==> src/rtl/vws_pkg.sv <==
package vws_pkg;

  typedef enum logic {
    POL_RANDOM = 1'b0,
    POL_ROBIN  = 1'b1
  } policy_e;

  // strobes from control to datapath, all valid for one edge
  typedef struct packed {
    logic accept;   // request taken on this edge
    logic cfgLoad;  // configuration captured on this edge
    logic rrStep;   // round-robin pointer advances on this edge
  } vwsStrobes_t;

endpackage

==> src/rtl/vws_ctrl.sv <==
module vws_ctrl
  import vws_pkg::*;
(
  input  logic        clk,
  input  logic        rstN,
  input  logic        reqValid,
  input  logic        cfgWrEn,
  input  logic        policyIsRobin,
  output vwsStrobes_t strb,
  output logic        reqReady,
  output logic        rspValid
);

  logic respPending;

  assign reqReady = ~respPending;
  assign rspValid = respPending;

  always_comb begin
    strb.accept  = reqValid & ~respPending;
    strb.cfgLoad = cfgWrEn;
    strb.rrStep  = reqValid & ~respPending & policyIsRobin;
  end

  always_ff @(posedge clk) begin
    if (!rstN) begin
      respPending <= 1'b0;
    end else begin
      respPending <= strb.accept;
    end
  end


  rsp_follows_accept_chk: assert property (@(posedge clk) disable iff (!rstN)
    (reqValid && reqReady) |=> rspValid);


  rsp_single_cycle_chk: assert property (@(posedge clk) disable iff (!rstN)
    rspValid |=> !rspValid);


  ready_low_busy_chk: assert property (@(posedge clk) disable iff (!rstN)
    rspValid |-> !reqReady);

endmodule

==> src/rtl/vws_datapath.sv <==
module vws_datapath
  import vws_pkg::*;
#(
  parameter int WAY_W   = 6,
  parameter int ADDR_W  = 32,
  parameter int SET_W   = 4,
  parameter int SET_LSB = 5
) (
  input  logic              clk,
  input  logic              rstN,
  input  vwsStrobes_t       strb,
  input  logic              cfgPolicy,
  input  logic [WAY_W-1:0]  cfgLockBase,
  input  logic [ADDR_W-1:0] reqAddr,
  output logic              policyIsRobin,
  output logic [WAY_W-1:0]  rspWay,
  output logic [SET_W-1:0]  rspSet
);

  localparam int WAYS = 1 << WAY_W;
  localparam logic [WAY_W-1:0] TOP_WAY = WAY_W'(WAYS - 1);
  localparam logic [WAY_W-1:0] LFSR_SEED = WAY_W'(1);

  policy_e          policyReg;
  logic [WAY_W-1:0] lockReg;
  logic [WAY_W-1:0] rrPtr;
  logic [WAY_W-1:0] lfsr;
  logic [WAY_W-1:0] wayReg;
  logic [SET_W-1:0] setReg;

  logic [WAY_W-1:0] ptrEff;
  logic [WAY_W-1:0] ptrAdv;
  logic [WAY_W-1:0] ptrNext;
  logic [WAY_W:0]   freeSpan;
  logic [WAY_W-1:0] foldMask;
  logic [WAY_W-1:0] rndWay;
  logic [WAY_W-1:0] victimNext;
  logic [WAY_W-1:0] lfsrNext;

  assign policyIsRobin = (policyReg == POL_ROBIN);
  assign rspWay = wayReg;
  assign rspSet = setReg;

  // mask of the largest power of two that fits the unlocked span
  function automatic logic [WAY_W-1:0] spanMask(input logic [WAY_W:0] span);
    logic [WAY_W-1:0] m;
    m = '0;
    for (int i = 0; i <= WAY_W; i++) begin
      if (span[i]) m = WAY_W'((1 << i) - 1);
    end
    return m;
  endfunction

  // round-robin pointer: lifted to the floor, then stepped with wrap to it
  always_comb begin
    ptrEff  = (rrPtr < lockReg) ? lockReg : rrPtr;
    ptrAdv  = (ptrEff == TOP_WAY) ? lockReg : ptrEff + 1'b1;
    ptrNext = strb.rrStep ? ptrAdv : ptrEff;
  end

  // random pick folded into the unlocked range
  always_comb begin
    freeSpan = (WAY_W + 1)'(WAYS) - {1'b0, lockReg};
    foldMask = spanMask(freeSpan);
    rndWay   = (lfsr >= lockReg) ? lfsr : lockReg + (lfsr & foldMask);
  end

  // feedback taps for a maximal-length sequence
  generate
    if (WAY_W == 6) begin : g_tap6
      assign lfsrNext = {lfsr[WAY_W-2:0], lfsr[5] ^ lfsr[4]};
    end else if (WAY_W == 5) begin : g_tap5
      assign lfsrNext = {lfsr[WAY_W-2:0], lfsr[4] ^ lfsr[2]};
    end else if (WAY_W == 4) begin : g_tap4
      assign lfsrNext = {lfsr[WAY_W-2:0], lfsr[3] ^ lfsr[2]};
    end else begin : g_tapDefault
      assign lfsrNext = {lfsr[WAY_W-2:0], lfsr[WAY_W-1] ^ lfsr[0]};
    end
  endgenerate

  assign victimNext = policyIsRobin ? ptrEff : rndWay;

  always_ff @(posedge clk) begin
    if (!rstN) begin
      policyReg <= POL_RANDOM;
      lockReg   <= '0;
      rrPtr     <= '0;
      lfsr      <= LFSR_SEED;
      wayReg    <= '0;
      setReg    <= '0;
    end else begin
      lfsr  <= lfsrNext;
      rrPtr <= ptrNext;
      if (strb.accept) begin
        wayReg <= victimNext;
        setReg <= reqAddr[SET_LSB +: SET_W];
      end
      if (strb.cfgLoad) begin
        policyReg <= policy_e'(cfgPolicy);
        lockReg   <= cfgLockBase;
      end
    end
  end


  victim_floor_chk: assert property (@(posedge clk) disable iff (!rstN)
    $past(strb.accept) |-> (wayReg >= $past(lockReg)));


  ptr_floor_chk: assert property (@(posedge clk) disable iff (!rstN)
    rrPtr >= $past(lockReg));


  lfsr_nonzero_chk: assert property (@(posedge clk) disable iff (!rstN)
    lfsr != '0);


  ptr_step_chk: assert property (@(posedge clk) disable iff (!rstN)
    ($past(strb.rrStep) && ($past(rrPtr) >= $past(lockReg)) && ($past(rrPtr) != TOP_WAY))
      |-> (rrPtr == WAY_W'($past(rrPtr) + 1'b1)));


  ptr_hold_chk: assert property (@(posedge clk) disable iff (!rstN)
    ($past(strb.accept) && !$past(policyIsRobin) && ($past(rrPtr) >= $past(lockReg)))
      |-> $stable(rrPtr));

endmodule

==> src/rtl/victim_way_sel.sv <==
module victim_way_sel
  import vws_pkg::*;
#(
  parameter int WAY_W   = 6,
  parameter int ADDR_W  = 32,
  parameter int SET_W   = 4,
  parameter int SET_LSB = 5
) (
  input  logic              clk,
  input  logic              rstN,
  input  logic              cfgWrEn,
  input  logic              cfgPolicy,
  input  logic [WAY_W-1:0]  cfgLockBase,
  input  logic              reqValid,
  input  logic [ADDR_W-1:0] reqAddr,
  output logic              reqReady,
  output logic              rspValid,
  output logic [WAY_W-1:0]  rspWay,
  output logic [SET_W-1:0]  rspSet
);

  vwsStrobes_t strb;
  logic        policyIsRobin;

  vws_ctrl ctrl_i (
    .clk           (clk),
    .rstN          (rstN),
    .reqValid      (reqValid),
    .cfgWrEn       (cfgWrEn),
    .policyIsRobin (policyIsRobin),
    .strb          (strb),
    .reqReady      (reqReady),
    .rspValid      (rspValid)
  );

  vws_datapath #(
    .WAY_W   (WAY_W),
    .ADDR_W  (ADDR_W),
    .SET_W   (SET_W),
    .SET_LSB (SET_LSB)
  ) dp_i (
    .clk           (clk),
    .rstN          (rstN),
    .strb          (strb),
    .cfgPolicy     (cfgPolicy),
    .cfgLockBase   (cfgLockBase),
    .reqAddr       (reqAddr),
    .policyIsRobin (policyIsRobin),
    .rspWay        (rspWay),
    .rspSet        (rspSet)
  );

endmodule

==> config.mk <==
export PLATFORM = sky130hd
export DESIGN_NAME = victim_way_sel
export DESIGN_NICKNAME = d
export VERILOG_FILES = /design/src/rtl/vws_pkg.sv /design/src/rtl/vws_ctrl.sv /design/src/rtl/vws_datapath.sv /design/src/rtl/victim_way_sel.sv
export SDC_FILE = /design/constraint.sdc
export NUM_CORES = 1
export LEC_CHECK = 0
export ABC_AREA = 1
export BUFFER_PORTS_ARGS = -buffer_cell sky130_fd_sc_hd__buf_2
export CORE_AREA = 2 2 75 77
export DETAILED_ROUTE_END_ITERATION = 10
export DIE_AREA = 0 0 77 79
export GPL_TIMING_DRIVEN = 0
export HOLD_SLACK_MARGIN = 0.15
export PLACE_DENSITY = 0.62
export SETUP_SLACK_MARGIN = 0.4
export SYNTH_ARGS = -nofsm -noshare
export SYNTH_HDL_FRONTEND = slang
export SYNTH_HIERARCHICAL = 1
export SYNTH_SLANG_ARGS = --single-unit
==> constraint.sdc <==
create_clock -name clk -period 6.95 [get_ports clk]
set_clock_uncertainty 0.15 [all_clocks]
set_input_delay 0.695 -clock clk [delete_from_list [all_inputs] [get_ports clk]]
set_output_delay 0.695 -clock clk [all_outputs]
set_load 0.005 [all_outputs]
# [Word-level counts from Yosys, hierarchy flattened]
# Cells that the tools add are included.
# W data, S select, Z words.
[totals] word_cells=29 reg_bits=30 inputBits=43
[op_classes] n_mux=11 n_bitwise=5 n_eq_ne=1 add_sub_neg=3 n_lt_le_gt_ge=2
[op_table] operator="$mux W6" n=6
[op_table] operator="$sub A7 B6 Y7 const A" n=1
[op_table] operator="$add A6 B1 Y6 const B" n=1
[op_table] operator="$add A6 B6 Y6" n=1
[op_table] operator="$and A6 B6 Y6" n=1
[op_table] operator="$eq A6 B6 Y1 const B" n=1
[op_table] operator="$ge A6 B6 Y1" n=1
[op_table] operator="$lt A6 B6 Y1" n=1
[op_table] operator="$mux W5" n=1
[op_table] operator="$mux W4" n=1
[op_table] operator="$mux W3" n=1
[op_table] operator="$and A1 B1 Y1" n=2
[op_table] operator="$mux W2" n=1
[op_table] operator="$mux W1" n=1
[op_table] operator="$not A1 Y1" n=1
[op_table] operator="$xor A1 B1 Y1" n=1

# [Longest topological paths before layout]
[logic_depth] ltp_word=11 ltp_mapped=20 mapped_depth_nobuf=20

# [Modules after synthesis]
# Netlist, hierarchy kept.
[modules_own_cells] mod="vws_datapath" n_inst=1 seq_area_each_um2=580.6 area_per_inst_um2=2015.7 cells_each=287
[modules_own_cells] mod="vws_ctrl" n_inst=1 seq_area_each_um2=20.0 area_per_inst_um2=56.3 cells_each=9

# [Least setup slack after synthesis]
# OpenSTA, ideal clock, no wires.
[synth_timing] path_type="register to register" start="register dp_i.lockReg[1]" end="register dp_i.wayReg[4] (netlist: dp_i/rspWay[4])" synth_period_minus_slack_ns=2.807 slack_ns=4.143 t_arrival_ns=2.533 stages_incl_launch_ff=20 path_cell_list="dfxtp_1 inv_1 ha_1 nand2_1 o21ai_0 o21ai_0 nand2_1 nor2_1 nand2_1 o21ai_0 inv_1 ha_1 inv_1 fa_1 o21ai_0 xor2_1 a21oi_1 o21ai_0 nand3_1 a21oi_1"
[synth_between] elab_chain_len=11
[synth_lines] element="from (decl)" line_no="vws_datapath.sv:25" text="logic [WAY_W-1:0] lockReg;"
[synth_lines] element="from (signal assigned)" line_no="vws_datapath.sv:100" text="lockReg <= cfgLockBase;"
[synth_lines] element="$sub A7 B6 Y7" line_no="vws_datapath.sv:63" text="freeSpan = (WAY_W + 1)'(WAYS) - {1'b0, lockReg};"
[synth_lines] element="$mux W1" line_no="vws_datapath.sv:49" text="if (span[i]) m = WAY_W'((1 << i) - 1);"
[synth_lines] element="$mux W2" line_no="vws_datapath.sv:49"
[synth_lines] element="$mux W3" line_no="vws_datapath.sv:49"
[synth_lines] element="$mux W4" line_no="vws_datapath.sv:49"
[synth_lines] element="$mux W5" line_no="vws_datapath.sv:49"
[synth_lines] element="$mux W6" line_no="vws_datapath.sv:49"
[synth_lines] element="$and A6 B6 Y6" line_no="vws_datapath.sv:65" text="rndWay = (lfsr >= lockReg) ? lfsr : lockReg + (lfsr & foldMask);"
[synth_lines] element="$add A6 B6 Y6" line_no="vws_datapath.sv:65"
[synth_lines] element="$mux W6" line_no="vws_datapath.sv:65"
[synth_lines] element="$mux W6 (*)" line_no="vws_datapath.sv:81" text="assign victimNext = policyIsRobin ? ptrEff : rndWay;"
[synth_lines] element="to (signal assigned)" line_no="vws_datapath.sv:95" text="wayReg <= victimNext;"
[synth_lines] element="to (decl)" line_no="vws_datapath.sv:28" text="logic [WAY_W-1:0] wayReg;"
# Every way passes the cells marked *; elsewhere a longest branch is shown, timed or not.
# A chain may end at the register's enable or synchronous reset.

# [Worst setup path after layout]
[layout_timing] start="register dp_i.lockReg[1]" end="register dp_i.wayReg[1] (netlist: dp_i/rspWay[1])"
# The elaborated chain is that of the path after synthesis.

==> impl_metrics.env <==
export IMPL_fillCellCount=592
export IMPL_viasPerCell=4.97
export IMPL_slowest_delay_ns=0.42
export IMPL_avgSynthCellArea_um2=7.00
export IMPL_crit_required_ns=7.01
export IMPL_multi_input_comb_area_mm2=0.00125
export IMPL_final_common_cell="nand2_1"
export IMPL_num_vias=1993
export IMPL_rrSetupSlack_ns=3.60
export IMPL_fin_crit_ns=3.35
export IMPL_min_from="dp_i/lfsr[0]"
export IMPL_crit_family="compound AO/OA/AOI/OAI gates"
export IMPL_area_growth_pct=17.3
export IMPL_final_cell_mix="62 x nand2_1, 41 x inv_1, 30 x dfxtp_1, 27 x nor2_1, 25 x buf_2"
export IMPL_grt_ovfl_total=0
export IMPL_timing_critical_path_buf_inv=3
export IMPL_period_share=0.482
export IMPL_max_cap_viol_count=0
export IMPL_worstPathMaxFanout=6
export IMPL_ys_seq_area_frac=0.290
export IMPL_cts_resized=0
export IMPL_drc=0
export IMPL_relSlewSlack=0.683
export IMPL_rr_worst_depth=16
export IMPL_timing_hold_ws_ns=0.291
export IMPL_cellPowerDensity_mw_per_mm2=317
export IMPL_r2r_end="dp_i/rspWay[1]"
export IMPL_setup_tns_ns=0
export IMPL_synth_area_leader_cell="dfxtp_1"
export IMPL_die_w_um=77
export IMPL_worstPathArrival_ns=3.41
export IMPL_place_gp_congestion=0.837
export IMPL_cts_hold_buffers=0
export IMPL_hold_viol=0
export IMPL_syn_area_mm2=0.00207
export IMPL_setup_violations_final=0
export IMPL_synth_top_area_frac=0.290
export IMPL_dieArea_mm2=0.00608
export IMPL_num_io_pins=55
export IMPL_routed_wl_mm=5.07
export IMPL_cp_endpoint="dp_i/rspWay[1]"
export IMPL_cp_slowest_cell="dfxtp_1"
export IMPL_nets=390
export IMPL_postLayoutCellArea_mm2=0.00243
export IMPL_cts_setup_buffers=0
export IMPL_insertion_delay_ns=0.28
export IMPL_hp_class="reg -> reg"
export IMPL_cts_sinks=30
export IMPL_grt_pass1_wl_mm=8.57
export IMPL_std_cell_rows=27
export IMPL_rsz0062_at_grt="false"
export IMPL_dpl_cell_area_mm2=0.00229
export IMPL_antenna_cells=0
export IMPL_synth_nets=358
export IMPL_track_usage=0.177
export IMPL_ant_nets=0
export IMPL_path_class="reg -> reg"
export IMPL_slew_violations=0
export IMPL_firstDrtPassIters=4
export IMPL_regArea_um2=601
export IMPL_wire_per_inst_um=12.6
export IMPL_synth_warnings=6
export IMPL_cp_startpoint="dp_i/lockReg[1]"
export IMPL_numCtsBuffers=5
export IMPL_ys_types=35
export IMPL_dr_first_iter_drc_count=117
export IMPL_ys_ff_latch=30
export IMPL_coreArea_mm2=0.00534
export IMPL_die_h_um=79
export IMPL_crit_path_end_kind="flip-flop"
export IMPL_cp_num_cells=16
export IMPL_clock_tree_buffer_depth=2
export IMPL_yosys_top_cells_area="dfxtp_1 29%, nand2_1 11%, ha_1 11%, inv_1 7.4%, o21ai_0 5.6%"
export IMPL_clock_root_buffer="clkbuf_8"
export IMPL_antenna_found_initial=0
export IMPL_tightest_slew_ns=0.476
export IMPL_portBuffers=25
export IMPL_startpoint_type="flip-flop"
export IMPL_start_util=0.388
export IMPL_r2r_start="dp_i/lockReg[1]"
export IMPL_crit_chain="inv_1 -> ha_1 -> nand2_1 -> o21ai_0 -> o21ai_0 -> nand2_1 -> nor2_1 -> nand2_1 -> o21ai_0 -> inv_1 -> ha_1 -> inv_1 -> fa_1 -> o211ai_1 -> o211ai_1 -> a21oi_1"
export IMPL_cts_tree="yes"
export IMPL_status="finished clean"
export IMPL_cts_htree_levels=2
export IMPL_irDropWorstVdd_uv=140
export IMPL_grt_pass1_vias=1849
export IMPL_grt_start_max_net_pins=11
export IMPL_max_freq_mhz=299
export IMPL_drive_gt1_frac=0.173
export IMPL_syn_inst=296
export IMPL_hpwl_mm=3.93
export IMPL_cts_clk_slew_worst_paths_ns=0.07
export IMPL_total_leakage_power_nw=1.19
## sequential cells by signal, indices dropped and copies added (netlist names)
name and count:
dp_i/policyIsRobin 1, ctrl_i/rspValid 1, dp_i/rrPtr 6, dp_i/rspSet 4, dp_i/rspWay 6, dp_i/lfsr 6
dp_i/lockReg 6
## report_power, final
group / internal (mW) / leakage (nW) / total (mW) / switching (mW)
clock network: 0.153 / 0.0714 / 0.222 / 0.0689
logic: 0.121 / 0.873 / 0.339 / 0.218
registers: 0.193 / 0.248 / 0.209 / 0.0162
total: 0.467 / 1.19 / 0.770 / 0.303
## worst reg2reg max path, delay by kind of cell, from the launching register on
kind	cells	cell delay [ns]
compound gates	6	1.00
fa+ha+maj	3	0.88
simple gates	4	0.49
flops	1	0.42
buf+inv	3	0.35
## metal layers
metal | wire, um | vias to the layer above | global-route usage
met1 | 2300 | 907 | 0.218
met5 | 0 | - | 0
met4 | 42 | 0 | 0.0554
met3 | 236 | 7 | 0.0386
met2 | 2500 | 52 | 0.308
li1 | - | 1027 | -
## cell type report
class	instances	share of cell area
Multi-Input combinational cell	214	0.513
Buffer	7	0.0232
Timing Repair Buffer	25	0.0515
Clock buffer	6	0.0340
Sequential cell	30	0.247
Inverter	45	0.0695
Tap cell	72	0.0371
Clock inverter	2	0.0247
## kinds of logic after synthesis
kind of cell | after synthesis | synth area share
and+or+nand+nor | 125 | 0.271
AOI/OAI and AO/OA | 64 | 0.187
buffers and inverters | 52 | 0.109
DFF | 30 | 0.290
adders and majority gates | 19 | 0.118
xor gates and xnor gates | 6 | 0.0254
## cell usage after synthesis, drive strengths merged
cell type   n
o31ai       1
nor2       29
xnor2       1
a31oi       1
fa          1
buf         4
nand3      21
o21ai      27
nor3        2
or2         2
inv        43
ha         18
nand2      70
clkinv      2
a21boi      2
a21oi      23
a211oi      1
o211ai      8
clkbuf      3
xor2        5
dfxtp      30
nand4       1
o21a        1
## through the flow
stage	setup WS (ns)	power, mW	cells	utilization
6_report	3.60	0.770	401	0.455
3_5_place_dp	3.67	0.551	393	0.429
3_3_place_gp	3.71	0.547	393	0.429
2_1_floorplan	4.14	0.478	296	-
4_1_cts	3.61	0.775	401	0.455
5_1_grt	3.24	0.831	401	0.455
## worst min-delay path by stage
stage | to | depth (start not counted)
2_1_floorplan | dp_i/lfsr[1] | 2
3_3_place_gp | dp_i/lfsr[1] | 2
3_5_place_dp | dp_i/lfsr[1] | 2
4_1_cts | dp_i/lfsr[1] | 2
5_1_grt | dp_i/lfsr[1] | 2
6_report | dp_i/lfsr[1] | 2
Note: power is estimated with default switching activity, not from simulation.
